<file path="src/rtl/dma_cfg_pkg.sv">
package dma_cfg_pkg;

  typedef struct packed {
    logic src;
    logic dst;
    logic prio;
    logic sg;
    logic link;
  } cfg_err_t;

  localparam int unsigned SG_ALIGN_BITS = 5;

  function automatic logic size_code_legal(input logic [2:0] code);
    return (code == 3'd0) || (code == 3'd1) || (code == 3'd2) ||
           (code == 3'd4) || (code == 3'd5);
  endfunction

  function automatic logic [4:0] size_low_mask(input logic [2:0] code);
    logic [4:0] m;
    case (code)
      3'd0:    m = 5'b00000;
      3'd1:    m = 5'b00001;
      3'd2:    m = 5'b00011;
      3'd4:    m = 5'b01111;
      3'd5:    m = 5'b11111;
      default: m = 5'b11111;
    endcase
    return m;
  endfunction

endpackage

</file>
<file path="src/rtl/dma_err_report.sv">
module dma_err_report
  import dma_cfg_pkg::*;
#(
  parameter int unsigned CH_W = 4
) (
  input  logic            clk,
  input  logic            rst_n,
  input  cfg_err_t        evt_err,
  input  logic [CH_W-1:0] ch_id,
  input  logic            int_en,
  input  logic            clr,
  output cfg_err_t        flags,
  output logic [CH_W-1:0] err_ch,
  output logic            err_vld,
  output logic            err_irq
);
  logic any_err;
  assign any_err = |evt_err;

  always_ff @(posedge clk or negedge rst_n) begin
    if (!rst_n) begin
      flags   <= '0;
      err_ch  <= '0;
      err_vld <= 1'b0;
      err_irq <= 1'b0;
    end else begin
      flags   <= evt_err;
      err_irq <= any_err && int_en;
      if (any_err) begin
        err_ch  <= ch_id;
        err_vld <= 1'b1;
      end else if (clr) begin
        err_vld <= 1'b0;
      end
    end
  end

  p_irq_needs_flag_r7: assert property (@(posedge clk) disable iff (!rst_n)
    err_irq |-> (|flags));
  p_clear_drops_valid_r8: assert property (@(posedge clk) disable iff (!rst_n)
    (clr && !any_err) |=> !err_vld);
  p_error_sets_valid_r8: assert property (@(posedge clk) disable iff (!rst_n)
    any_err |=> (err_vld && err_ch == $past(ch_id)));
  p_quiet_keeps_status_r9: assert property (@(posedge clk) disable iff (!rst_n)
    (!any_err && !clr) |=> ($stable(err_vld) && $stable(err_ch)));
endmodule

</file>
<file path="config.mk">
export PLATFORM = sky130hd
export DESIGN_NAME = dma_err_report
export DESIGN_NICKNAME = d
export VERILOG_FILES = /design/src/rtl/dma_cfg_pkg.sv /design/src/rtl/dma_err_report.sv
export SDC_FILE = /design/constraint.sdc
export NUM_CORES = 1
export LEC_CHECK = 0
export ABC_AREA = 1
export BUFFER_PORTS_ARGS = -buffer_cell sky130_fd_sc_hd__buf_2
export CORE_AREA = 8 8 45 47
export CTS_CLUSTER_SIZE = 14
export DETAILED_ROUTE_END_ITERATION = 16
export DIE_AREA = 0 0 53 55
export PLACE_DENSITY_LB_ADDON = 0.15
export SYNTH_ARGS = -nofsm -noshare
export SYNTH_HDL_FRONTEND = slang
export SYNTH_SLANG_ARGS = --single-unit
</file>
<file path="constraint.sdc">
create_clock -name clk -period 0.85 [get_ports clk]
set_input_delay 0.1275 -clock clk [delete_from_list [all_inputs] [get_ports clk]]
set_output_delay 0.1275 -clock clk [all_outputs]
set_load 0.01 [all_outputs]
</file>
* Word-level counts from Yosys, hierarchy flattened
Index checks and enable logic that the tools add are counted.
Word-level totals: input port bits 13, flip-flop bits (word level) 11, output and inout bits 11, word-level logic and storage cells 13
Cells by class: reduce and logical (&&, ||, !) cells 3, mux-type cells 2
Operators with widths (count):
- OR reduction 5 bit | 1
- two-way mux 1 bit | 2
- nonzero test 2 bit | 1
- logical AND 1 bit | 1

* Logic depth before layout (Yosys ltp)
Gate-level depths: netlist of run 1.
depth after elaboration 2, depth in mapped cells 4, mapped depth without buffers 4

* Worst setup path after synthesis of run 1
No wires, ideal clock.
kind input to register, start input port evt_err[3] in the netlist's numbering, end register err_ch[0], setup slack 0.172 ns, data arrival time 0.561 ns, required time 0.733 ns, setup time 0.117 ns, stages 4, buffers on the path 0, path through nor2_2 -> nand3_4 -> nand2_1 -> nand2_1
Between the ends: longest elaborated chain between the ends 1
Ends and longest elaborated chain:
- from (decl) | line dma_err_report.sv:8 | input cfg_err_t evt_err,
- OR reduction 5 bit | line dma_err_report.sv:18 | assign any_err = |evt_err;
- to (signal assigned) | line dma_err_report.sv:30 | err_ch <= ch_id;
- to (decl) | line dma_err_report.sv:13 | output logic [CH_W-1:0] err_ch,
No other way between the ends. A chain may end at the register's enable or synchronous reset.

* Worst setup path in the final report of run 1
start register err_ch[3], end output port err_ch[3]
No word-level cell between the ends.

==> run_results.csv, run 1 <==
group,metric,value,unit
pwr,comb_power_share,0.146,
cells_and_area,layout-drive-gt1-share,0.478,
global_routing,grt_max_degree,12,
cells_and_area,diodes,0,
global_routing,antenna_found_initial,0,
timing,fin_hold_ws,55.4,ps
timing,slew_violations,0,
min_path,hp-class,"input pin to flip-flop",
worst_setup_path,r2r-start,"err_ch[2]",
cells_and_area,final_common_cell,"buf_2",
floorplanning,die_h,55,um
worst_setup_path,crit_start,"err_ch[3]",
worst_setup_path,crit_type,"flip-flop to output port",
pwr,vdd_drop_max,0.790,mV
timing,relSlewSlack,0.802,
pwr,p_per_area,1660,nW/um^2
pwr,power.share.clock,0.325,
synthesis,synth.net_count,45,
synthesis,yosysTopAreaCell,"dfrtp_1",
timing,hold_viol_final,0,
place,portBuffers,23,
pwr,switchingPower,0.246,mW
worst_setup_path,crit_chain,"buf_2",
floorplanning,die_x,53,um
synthesis,synthCells,32,
timing,worst_slack,-59.2,ps
worst_setup_path,arrival,780,ps
worst_setup_path,startpoint_type,"flip-flop",
route,ant_nets,0,
place,dp_hpwl,712,um
route,via_per_inst,4.19,
clocking,clockBufferDepth,2,
worst_setup_path,crit_family,"flip-flops",
global_routing,grt_pass1_wl,1430,um
floorplanning,dieArea,2920,um^2
clocking,cts_sinks,11,
worst_setup_path,cp.required,720,ps
worst_setup_path,slowest_stage,"dfrtp_1",
pwr,leakagePower,0.337,nW
timing,fmax,1100,MHz
floorplanning,rows,14,
route,num_vias,356,
timing,layout_min_cycle_time,909,ps
place,pre_cts_slack,-29.5,ps
synthesis,ys_types,6,
global_routing,grt_util_met1,0.0718,
synthesis,ys_warn_count,0,
route,drtIter0Drc,0,
outcome,violations,"setup timing",
clocking,htree_num_levels,1,
synthesis,synth_area_per_cell,12.0,um^2
route,routed_wl,933,um
clocking,clock-root-buffer,"clkbuf_4",
cells_and_area,nFillCells,157,
global_routing,gr-usage-met2,0.107,
worst_setup_path,crit_buf_inv,1,
pwr,intPower,0.810,mW
pwr,switching_share,0.233,
timing,setup_viol,11,
timing,finalClockSkew,0,ps
cells_and_area,fin_nets,83,
worst_setup_path,critPathMaxFanout,2,
clocking,cts.clk_slew.worst_paths,70,ps
worst_setup_path,ff2ff_setup_slack,90,ps
route,first_pass_iters,1,
place,gp_congestion,0.644,
worst_setup_path,worstSetupEndpointType,"output port",
synthesis,synth_top_area_share,0.714,
clocking,cts_buffers,3,
worst_setup_path,cp.depth,1,
outcome,status,"complete, but fails checks",
global_routing,use_met3,0.0374,
clocking,tritoncts,"yes",
global_routing,grt_usage,0.0684,
synthesis,yosysSeqAreaShare,0.714,
worst_setup_path,slowest_delay,380,ps
timing,finalCritPeriodShare,1.07,
worst_setup_path,rr_endpoint,"err_ch[2]",
floorplanning,io_pins,24,
route,post_drt_wl_per_cell,11.0,um
timing,tightest_slew,296,ps
floorplanning,core,1380,um^2
global_routing,overflow,0,
cells_and_area,area_delta_synth_final,65.3,%
worst_setup_path,worstRegToRegCells,3,
global_routing,global_route.peak_usage_layer,"met2",
synthesis,netlist_area,385,um^2
pwr,p_seq_frac,0.528,
synthesis,ys_ff_latch,11,
global_routing,first_global_vias,366,
timing,rsz0062_at_grt,"true",
clocking,clock_latency,260,ps
cells_and_area,final_cell_mix,"buf_2 (23), dfrtp_1 (11), nand2_1 (10), dlygate4sd3_1 (6), nand4_1 (5)",
flow_run,cap_viol_max_count,0,
floorplanning,start_util,0.278,
worst_setup_path,crit_end,"err_ch[3]",
route,drc_errors,0,
synthesis,synth_area_leaders,"dfrtp_1 (71%), nand2_1 (9.7%), nand4_1 (8.1%)",
sequential cells by signal, indices dropped and copies added (netlist names):
name     flops
err_ch       4
err_irq      1
err_vld      1
flags        5
metrics by stage:
step           setup TNS, ps  cells  power [mW]  area (um^2)   util
2_1_floorplan              0     32       0.615          385      -
3_3_place_gp           -42.0     72       0.691          528  0.382
3_5_place_dp           -86.6     72       0.692          528  0.382
4_1_cts                 -526     83        1.07          622  0.449
5_1_grt                 -754     85        1.11          637  0.460
6_report                -389     85        1.06          637  0.460
cell families (layout without fill, tap and decap cells):
group / after synthesis / after routing / synth area share
buf+inv: 3 / 40 / 0.0292
flops: 11 / 11 / 0.714
simple gates: 18 / 18 / 0.257
worst min path at each step:
stage,from,to,depth (start not counted),slack [ps]
after detailed placement,rst_n,flags[2],1,7
after floorplan,rst_n,err_ch[0],0,-170
after global placement,rst_n,flags[2],1,8
after CTS,int_en,err_irq,3,50
after global routing,int_en,err_irq,3,70
final,int_en,err_irq,3,60
cells in the mapped netlist (all sizes together):
cell and number:
nand3 1, nand4 5, dfrtp 11, nand2 10
nor2 2, inv 3
area by class of cell:
cell class / count / area, um^2 / share of cell area
Tap cell: 16 / 20.0 / 0.0314
Sequential cell: 11 / 275 / 0.432
Timing Repair Buffer: 33 / 205 / 0.322
Clock buffer: 4 / 26.3 / 0.0413
Multi-Input combinational cell: 18 / 98.8 / 0.155
Inverter: 3 / 11.3 / 0.0177
repair_timing:
action / in CTS / in global routing
resized for setup: 0 / 0
hold buffers: 6 / 0
pin swaps: 0 / 0
endpoints found under the hold margin: 16 / 0
setup endpoints to repair: 11 / 11
setup buffers: 1 / 2
power groups by stage:
stage	Sequential [mW]	Combinational (mW)	Clock, mW
2_1_floorplan	0.584	0.0300	0
3_3_place_gp	0.568	0.123	0
3_5_place_dp	0.568	0.124	0
4_1_cts	0.558	0.149	0.358
5_1_grt	0.560	0.171	0.383
6_report	0.558	0.155	0.344
layer usage:
layer / wire (um) / up-vias
met5: 0 / -
met4: 10 / 0
met3: 107 / 2
met2: 450 / 14
met1: 365 / 163
li1: - / 177
Note: power is estimated with default switching activity, not from simulation.
==> inputs of run 2 (changes only) <==
Settings changed: RECOVER_POWER from default to 50.
==> run 2 against run 1 <==
The flow still finishes with violations (setup timing). Clock power hardly changed. Flip-flop and latch count unchanged. Wire length is the same. Fmax stayed put. Non-clock buffer count is the same. Via count unchanged. Sequential share of layout area stayed put. Largest cell class unchanged. Highest routed layer unchanged.
==> run_results.csv, run 2 (synthesis results as in run 1) <==
group,metric,value,unit
floorplanning,die_x,53,um
pwr,power.share.clock,0.325,
worst_setup_path,slowest_delay,380,ps
pwr,intPower,0.810,mW
worst_setup_path,arrival,780,ps
clocking,cts_buffers,3,
clocking,cts.clk_slew.worst_paths,70,ps
pwr,p_seq_frac,0.528,
timing,hold_viol_final,0,
route,ant_nets,0,
timing,finalCritPeriodShare,1.07,
route,via_per_inst,4.19,
cells_and_area,final_area,637,um^2
global_routing,overflow,0,
place,dp_hpwl,712,um
timing,finalClockSkew,0,ps
pwr,comb_power_share,0.146,
worst_setup_path,worstSetupEndpointType,"output port",
floorplanning,core,1380,um^2
timing,relSlewSlack,0.802,
pwr,switching_share,0.233,
clocking,clock_latency,260,ps
timing,tightest_slew,296,ps
route,post_drt_wl_per_cell,11.0,um
worst_setup_path,crit_family,"flip-flops",
clocking,post_cts_resized,0,
route,drtIter0Drc,0,
pwr,p_per_area,1660,nW/um^2
floorplanning,die_h,55,um
floorplanning,io_pins,24,
worst_setup_path,crit_type,"flip-flop to output port",
route,first_pass_iters,1,
place,portBuffers,23,
clocking,clockBufferDepth,2,
cells_and_area,fin_nets,83,
timing,setup_viol,11,
timing,layout_min_cycle_time,909,ps
floorplanning,dieArea,2920,um^2
clocking,cts_sinks,11,
cells_and_area,area_delta_synth_final,65.3,%
worst_setup_path,crit_chain,"buf_2",
timing,worst_slack,-59.2,ps
timing,fin_hold_ws,55.4,ps
clocking,htree_num_levels,1,
pwr,switchingPower,0.246,mW
place,pre_cts_slack,-29.5,ps
global_routing,grt_pass1_wl,1430,um
min_path,hp-class,"input pin to flip-flop",
global_routing,grt_max_degree,12,
global_routing,antenna_found_initial,0,
timing,tns,-389,ps
outcome,status,"complete, but fails checks",
cells_and_area,top_register,"flags",
timing,fmax,1100,MHz
place,gp_congestion,0.644,
worst_setup_path,crit_buf_inv,1,
cells_and_area,diodes,0,
pwr,leakagePower,0.337,nW
worst_setup_path,critPathMaxFanout,2,
route,routed_wl,933,um
pwr,vdd_drop_max,0.790,mV
clocking,clock-root-buffer,"clkbuf_4",
worst_setup_path,startpoint_type,"flip-flop",
cells_and_area,largest_reg_flops,5,
floorplanning,start_util,0.278,
cells_and_area,final_common_cell,"buf_2",
timing,rsz0062_at_grt,"true",
global_routing,first_global_vias,366,
worst_setup_path,slowest_stage,"dfrtp_1",
worst_setup_path,cp.required,720,ps
route,drc_errors,0,
cells_and_area,reg_top3,"flags x5, err_ch x4",
place,postPlaceCellArea,528,um^2
outcome,violations,"setup timing",
clocking,tritoncts,"yes",
floorplanning,rows,14,
timing,slew_violations,0,
route,num_vias,356,
global_routing,grt_usage,0.0684,
flow_run,cap_viol_max_count,0,
cells_and_area,final_cell_mix,"buf_2 (22), dfrtp_1 (11), nand2_1 (10), dlygate4sd3_1 (6), nand4_1 (5)",
worst_setup_path,ff2ff_setup_slack,90,ps
cells_and_area,layout-drive-gt1-share,0.478,
-- run 2: cell type report --
type	instances	area [um^2]
Multi-Input combinational cell	18	98.8
Clock buffer	4	26.3
Tap cell	16	20.0
Fill cell	157	747
Timing Repair Buffer	33	205
Inverter	3	11.3
Sequential cell	11	275
-- run 2: path summary, 6_finish.rpt --
| kind | start | to | cells past startpoint |
|---|---|---|---|
| worst max-delay path | err_ch[3] | err_ch[3] | 1 |
| worst min-delay path | int_en | err_irq | 3 |
| worst max register to register | err_ch[2] | err_ch[2] | 3 |
| worst min register to register | err_vld | err_vld | 2 |
| max in group asynchronous | rst_n | flags[1] | 2 |
| min in group asynchronous | rst_n | flags[2] | 2 |
-- run 2: metrics by stage --
step           power, mW  cells  utilization
6_report            1.06     85        0.460
5_1_grt             1.11     85        0.460
4_1_cts             1.07     83        0.449
3_5_place_dp       0.692     72        0.382
3_3_place_gp       0.691     72        0.382
2_1_floorplan      0.615     32            -
-- run 2: metal layers --
layer,up-vias,wire length (um),global-route usage
li1,177,-,-
met4,0,10,0.0388
met3,2,107,0.0374
met2,14,450,0.107
met1,163,365,0.0718
met5,-,0,0
-- run 2: what timing repair did --
action	4_1_cts	5_1_grt
setup endpoints to repair	11	11
setup buffers	1	2
hold endpoints to repair	16	0
hold buffers	6	0
-- run 2: power groups by stage --
| stage | logic [mW] | registers (mW) | clock network, mW |
|---|---|---|---|
| 2_1_floorplan | 0.0300 | 0.584 | 0 |
| 3_3_place_gp | 0.123 | 0.568 | 0 |
| 3_5_place_dp | 0.124 | 0.568 | 0 |
| 4_1_cts | 0.149 | 0.558 | 0.358 |
| 5_1_grt | 0.171 | 0.560 | 0.383 |
| 6_report | 0.155 | 0.558 | 0.344 |
